<file path="src/rtl/ilk_pkg.sv">
package ilk_pkg;
  typedef enum int {CH_DOOR = 0, CH_EXT = 1} ilk_ch_e;
  localparam int NUM_CH = 2;

  function automatic int ms_to_cycles(input int khz, input int ms);
    return khz * ms;
  endfunction
endpackage

</file>
<file path="src/rtl/ilk_sync.sv">
module ilk_sync #(
  parameter int   WIDTH   = 1,
  parameter logic RST_VAL = 1'b0
) (
  input  logic             clk,
  input  logic             rst,
  input  logic [WIDTH-1:0] d_i,
  output logic [WIDTH-1:0] q_o
);
  logic [WIDTH-1:0] meta_q, sync_q;

  always_ff @(posedge clk) begin
    if (rst) begin
      meta_q <= {WIDTH{RST_VAL}};
      sync_q <= {WIDTH{RST_VAL}};
    end else begin
      meta_q <= d_i;
      sync_q <= meta_q;
    end
  end

  assign q_o = sync_q;
endmodule

</file>
<file path="src/rtl/ilk_chan.sv">
module ilk_chan #(
  parameter int ASSERT_CYC  = 150,
  parameter int RELEASE_CYC = 10,
  parameter int STRETCH_CYC = 500
) (
  input  logic clk,
  input  logic rst,
  input  logic raw_flt_i,
  output logic flt_o
);
  localparam int AW = $clog2(ASSERT_CYC + 1);
  localparam int RW = $clog2(RELEASE_CYC + 1);
  localparam int SW = $clog2(STRETCH_CYC + 1);

  logic          flt_s;
  logic [AW-1:0] acc_q;
  logic [RW-1:0] rel_q;
  logic [SW-1:0] hold_q;
  logic          qual, qual_d, flt_q;

  ilk_sync #(.WIDTH(1), .RST_VAL(1'b0)) sync_i (
    .clk (clk),
    .rst (rst),
    .d_i (raw_flt_i),
    .q_o (flt_s)
  );

  // Fault is accepted once the accumulator reaches the assert window.
  assign qual = (acc_q == AW'(ASSERT_CYC));

  always_ff @(posedge clk) begin
    if (rst) begin
      acc_q  <= '0;
      rel_q  <= '0;
      qual_d <= 1'b0;
      hold_q <= '0;
      flt_q  <= 1'b0;
    end else begin
      // Slow charge while faulted, quick discharge after a healthy run.
      if (flt_s) begin
        rel_q <= '0;
        if (!qual) acc_q <= acc_q + AW'(1);
      end else if (acc_q != '0) begin
        if (rel_q == RW'(RELEASE_CYC - 1)) begin
          acc_q <= '0;
          rel_q <= '0;
        end else begin
          rel_q <= rel_q + RW'(1);
        end
      end
      qual_d <= qual;
      // Minimum-width hold started by each newly accepted fault.
      if (qual && !qual_d)   hold_q <= SW'(STRETCH_CYC);
      else if (hold_q != '0) hold_q <= hold_q - SW'(1);
      flt_q <= qual || (hold_q != '0);
    end
  end

  assign flt_o = flt_q;
endmodule

</file>
<file path="src/rtl/ilk_cond.sv">
module ilk_cond #(
  parameter int CLK_KHZ    = 100000,
  parameter int ASSERT_MS  = 150,
  parameter int RELEASE_MS = 10,
  parameter int STRETCH_MS = 500
) (
  input  logic clk,
  input  logic rst,
  input  logic door_ilk_i,
  input  logic ext_ilk_i,
  input  logic pwr_ok_i,
  input  logic type1_flt_i,
  input  logic on_cmd_i,
  output logic door_ok_o,
  output logic ext_ok_o,
  output logic ilk_fault_o,
  output logic off_cmd_o,
  output logic pa_inhibit_o
);
  import ilk_pkg::*;

  localparam int ASSERT_CYC  = ms_to_cycles(CLK_KHZ, ASSERT_MS);
  localparam int RELEASE_CYC = ms_to_cycles(CLK_KHZ, RELEASE_MS);
  localparam int STRETCH_CYC = ms_to_cycles(CLK_KHZ, STRETCH_MS);

  logic [NUM_CH-1:0] raw_flt, ch_flt;
  logic              pwr_ok_s, ilk_d, off_set;
  logic              ilk_q, off_q, inh_q;

  assign raw_flt[CH_DOOR] = door_ilk_i;
  assign raw_flt[CH_EXT]  = ext_ilk_i;

  for (genvar c = 0; c < NUM_CH; c++) begin : g_ch
    ilk_chan #(
      .ASSERT_CYC  (ASSERT_CYC),
      .RELEASE_CYC (RELEASE_CYC),
      .STRETCH_CYC (STRETCH_CYC)
    ) chan_i (
      .clk       (clk),
      .rst       (rst),
      .raw_flt_i (raw_flt[c]),
      .flt_o     (ch_flt[c])
    );
  end

  ilk_sync #(.WIDTH(1), .RST_VAL(1'b1)) pwr_sync_i (
    .clk (clk),
    .rst (rst),
    .d_i (pwr_ok_i),
    .q_o (pwr_ok_s)
  );

  assign ilk_d   = (|ch_flt) || !pwr_ok_s;
  assign off_set = ilk_d || type1_flt_i;

  always_ff @(posedge clk) begin
    if (rst) begin
      ilk_q <= 1'b0;
      inh_q <= 1'b0;
      off_q <= 1'b1;
    end else begin
      ilk_q <= ilk_d;
      inh_q <= ilk_d;
      if (off_set)       off_q <= 1'b1;
      else if (on_cmd_i) off_q <= 1'b0;
    end
  end

  assign door_ok_o    = !ch_flt[CH_DOOR];
  assign ext_ok_o     = !ch_flt[CH_EXT];
  assign ilk_fault_o  = ilk_q;
  assign off_cmd_o    = off_q;
  assign pa_inhibit_o = inh_q;
endmodule

</file>
<file path="config.mk">
export PLATFORM = sky130hd
export DESIGN_NAME = ilk_cond
export DESIGN_NICKNAME = d
export VERILOG_FILES = /design/src/rtl/ilk_pkg.sv /design/src/rtl/ilk_sync.sv /design/src/rtl/ilk_chan.sv /design/src/rtl/ilk_cond.sv
export SDC_FILE = /design/constraint.sdc
export NUM_CORES = 1
export LEC_CHECK = 0
export CAP_MARGIN = 20
export CELL_PAD_IN_SITES_DETAIL_PLACEMENT = 0
export CELL_PAD_IN_SITES_GLOBAL_PLACEMENT = 1
export CORE_UTILIZATION = 40
export CTS_CLUSTER_DIAMETER = 80
export CTS_CLUSTER_SIZE = 20
export DETAILED_ROUTE_END_ITERATION = 7
export GPL_TIMING_DRIVEN = 0
export PLACE_DENSITY_LB_ADDON = 0.1
export SYNTH_ARGS = -nofsm -noshare
export SYNTH_HDL_FRONTEND = slang
export SYNTH_HIERARCHICAL = 1
export SYNTH_SLANG_ARGS = --single-unit
</file>
<file path="constraint.sdc">
create_clock -name clk -period 2.4 [get_ports clk]
set_input_delay 0.72 -clock clk [delete_from_list [all_inputs] [get_ports clk]]
set_output_delay 0.72 -clock clk [all_outputs]
set_load 0.05 [all_outputs]
</file>
==> out/summary.md <==
At the pin with the least slew margin, the transition time is 0.625 ns. The placement-stage cell area came out at 8190 sq um. The starting density of the core is 41.2%, and the synthesized flop and latch total is 152.

Entering global routing, the biggest net connects 17 pins. The count of unresolved DRC violations after routing came out at 0. Internal power comes to 6.24 mW. The initial antenna violation count is 0, and the total number of clock tree sinks is 152.

Timing would allow up to 422 MHz. The setup violation total in the final timing report was 0; the largest fanout on the critical path was 6. The synthesized area per cell is 8.39 sq um, and the share of post-route cells with drive strength above 1 is 15.0%.

The total number of placement rows came out at 50. The tools report the level count of the clock H-tree as 4. The number of max-cap violations is 0. Sum of overflow across all layers after global routing: 0. Pin placement for this block handled 12 I/O pins.

The number of search-and-repair iterations in the first detailed-routing pass was 4. The run gives 9390 sq um as the final design instance area without fill. The tools report the clock network fraction of total power as 31.9%.

Post-route minimum period: 2.37 ns. Count of port buffers added during placement: 11. Part of the cycle the worst path needs: 98.8%. TritonCTS built the clock tree. In the synthesized netlist the dominant register cell turns out to be sky130_fd_sc_hd__dfxtp_1.

The routed layout has 6920 vias. The final worst setup slack is 0.0287 ns. The logs give 0.810 for the placer's final routability congestion estimate and 0.00909 ns for the post-route clock skew. Counting the buffers created by CTS gives 17. Measured against its own limit, the worst slew margin works out to 58.0%. Counting along the longest clock path gives a buffer depth of 2.

0 antenna diodes ended up in the layout. The post-route antenna net violation count is 0, and the area of the core region is 18800 sq um. The worst-case IR drop observed on VDD is 0.000566 V. The master cell of the clock root buffer is sky130_fd_sc_hd__clkbuf_16. The synthesized netlist contains 46 unique library cells.

Detailed placement ended at an HPWL of 13.4 mm. Clock-pin slew was measured on the worst setup and hold paths at 0.06 ns. The top cell type by area accounts for 39.3% of the synthesized area. Adding up every negative setup slack in the final design gives 0 ns.

The cell area that synthesis handed to floorplanning was 7750 sq um. The most repeated cell in the gate-level netlist after synthesis was sky130_fd_sc_hd__dfxtp_1. Dividing the detail-routed wire length by the instance count gives 15.4 um.

The number of global-route vias before repair is 6634. During synthesis, Yosys emitted a total of 6 warnings. Critical path data required time: 2.70 ns.

The switching fraction of total power works out to 33.0%. The y dimension of the die came out at 141 um. Overall fraction of global-route tracks in use: 20.3%.

After synthesis, the cell types taking the most area are sky130_fd_sc_hd__dfxtp_1 39%, sky130_fd_sc_hd__a21oi_1 5.2%, sky130_fd_sc_hd__nand3_1 4.3%, sky130_fd_sc_hd__xor2_1 4.1%, sky130_fd_sc_hd__mux2i_1 3.9%. The commonest cells after synthesis are 152 x sky130_fd_sc_hd__dfxtp_1, 81 x sky130_fd_sc_hd__a21oi_1, 69 x sky130_fd_sc_hd__nor2_1, 66 x sky130_fd_sc_hd__nand3_1, 46 x sky130_fd_sc_hd__nand2_1. The synthesis-to-layout area growth works out to 21.2%. The clock latency on the worst-skew pair is 0.42 ns. The final layout contains routed wiring with a total length of 19.2 mm. For this design the static power due to leakage is 3.22 nW. Before CTS, the worst setup slack after placement is -0.734 ns. The async set-reset flop share out of synthesis is 0%. The logs give 0 for the post-cts hold buffer count and 304 for the initial detailed-routing violation count. The classification of the worst setup path was flip-flop to flip-flop. The floorplan step set the die width to 141 um. Data on the critical path arrives at its endpoint at 2.68 ns. Summed over all instances, the cell type with the most area after synthesis is sky130_fd_sc_hd__dfxtp_1. The worst setup path is captured at a flip-flop.

The proportion of power drawn by flip-flops and latches is 32.9%. The run gives 939 as the number of nets produced by synthesis. The nature of the critical path startpoint is a flip-flop. The flow ran to the end, and the final reports show no timing, DRC or antenna violations.

The final hold violation count is 0, and the number of instances in the synthesized netlist is 924. The first global-routing pass estimated 32.8 mm of wire. After detailed routing, the number of vias per cell comes to 5.54. For the number of nets in the layout, the log shows 991. The power per unit of standard cell area is 991 nW/um^2, and the area of the die is 19900 sq um. The kind of path behind the tightest hold check is flip-flop to flip-flop.

The count of final max-slew check failures is 0. The portion of the post-synthesis area used by sequential elements is 39.3%, and the portion of total power attributed to combinational logic is 35.2%. Yosys mapped a number of flops with a built-in enable equal to 0. In this run the power spent charging and discharging nets is 3.07 mW. Setup repair after global routing could not meet its margin everywhere.
## placed cells by master, fill, tap and decap left out, drive strengths merged, types with 10 or more instances in the layout
cell and n:
clkdlybuf4s50 10, a211oi 18, nor4 20, a31oi 12
o31ai 18, nand3b 28, a21oi 81, o21ai 34
or3 32, xnor2 14, and3 16, or4 26
nand4 24, buf 38, inv 25, nand2 46
xor2 36, o211ai 16, o2111ai 11, mux2i 30
and4 16, and2 12, nor2 70, nand3 66
nor3 38, clkbuf 44, dfxtp 152
## cells by family (layout without fill, tap and decap cells)
family / Yosys count / in the layout / synth area share (%)
AND/OR/NAND/NOR: 422 / 422 / 30.9
AO/OA/AOI/OAI: 198 / 198 / 15.7
flip-flops: 152 / 152 / 39.3
buffers and inverters: 64 / 129 / 3.31
XOR/XNOR: 50 / 50 / 5.65
multiplexers: 30 / 30 / 3.87
adder cells (fa/ha/maj): 8 / 8 / 1.29
## per-stage QoR
stage | hold WS (ns) | cells | utilization, % | total power, mW
after CTS | 0.421 | 1237 | 48.6 | 9.01
final | 0.415 | 1249 | 49.9 | 9.31
after floorplan | 0.383 | 924 | - | 5.16
after global placement | 0.388 | 1195 | 43.5 | 5.75
after global routing | 0.455 | 1249 | 49.9 | 9.95
after detailed placement | 0.406 | 1195 | 43.5 | 5.75
## final timing paths
path,from,end,slack (ns),cells past startpoint
max,g_ch[0].chan_i/hold_q[15]$_SDFFE_PP0P_,g_ch[0].chan_i/hold_q[0]$_SDFFE_PP0P_,0.03,7
min,pwr_sync_i/meta_q$_SDFF_PP1_,pwr_sync_i/q_o$_SDFF_PP1_,0.41,1
min reg2reg,pwr_sync_i/meta_q$_SDFF_PP1_,pwr_sync_i/q_o$_SDFF_PP1_,0.41,1
max reg2reg,g_ch[0].chan_i/hold_q[15]$_SDFFE_PP0P_,g_ch[0].chan_i/hold_q[0]$_SDFFE_PP0P_,0.03,7
## flip-flops by register name, summed over array words and instances (netlist names)
register / count
g_ch.chan_i/sync_i/q_o: 2
pa_inhibit_o: 1
pwr_sync_i/meta_q: 1
pwr_sync_i/q_o: 1
off_cmd_o: 1
g_ch.chan_i/hold_q: 52
g_ch.chan_i/rel_q: 40
g_ch.chan_i/qual_d: 2
g_ch.chan_i/acc_q: 48
g_ch.chan_i/flt_o: 2
g_ch.chan_i/sync_i/meta_q: 2
## metal layers
metal  wire length, um  up-vias  track usage [%]
met5                 0        -                0
met4               151        0             5.09
met3               527       11             4.55
met2              9180       75             33.7
met1              9380     3256             26.5
li1                  -     3578                -
## final cells by class
class	count	area, sq um
inverters	25	93.8
repair buffers	36	297
flip-flops and latches	152	3060
well taps	260	325
clock inverters	11	193
fillers	1831	9440
clock buffers	21	460
multi-input cells	708	4760
plain buffers	36	200
## what timing repair did
item,in CTS,in global routing
pin swaps,11,25
cloned,0,0
setup buffers,12,13
gates resized for setup,57,56
endpoints found under the setup margin,131,114
## worst max-delay path, cell delays in order (launching register included)
cell,delay (ns)
sky130_fd_sc_hd__dfxtp_2,0.33
sky130_fd_sc_hd__or4_4,0.52
sky130_fd_sc_hd__buf_6,0.14
sky130_fd_sc_hd__or4_4,0.50
sky130_fd_sc_hd__buf_6,0.15
sky130_fd_sc_hd__or3_4,0.43
sky130_fd_sc_hd__xnor2_2,0.15
sky130_fd_sc_hd__nor2_1,0.04
## power groups by stage
stage | clock network, mW | registers (mW) | logic (mW)
after global routing | 3.17 | 3.11 | 3.67
after floorplan | 0 | 3.04 | 2.12
after detailed placement | 0 | 3.09 | 2.66
after global placement | 0 | 3.09 | 2.66
after CTS | 3.06 | 3.04 | 2.91
final | 2.97 | 3.07 | 3.28
Note: power is estimated with default switching activity, not from simulation.
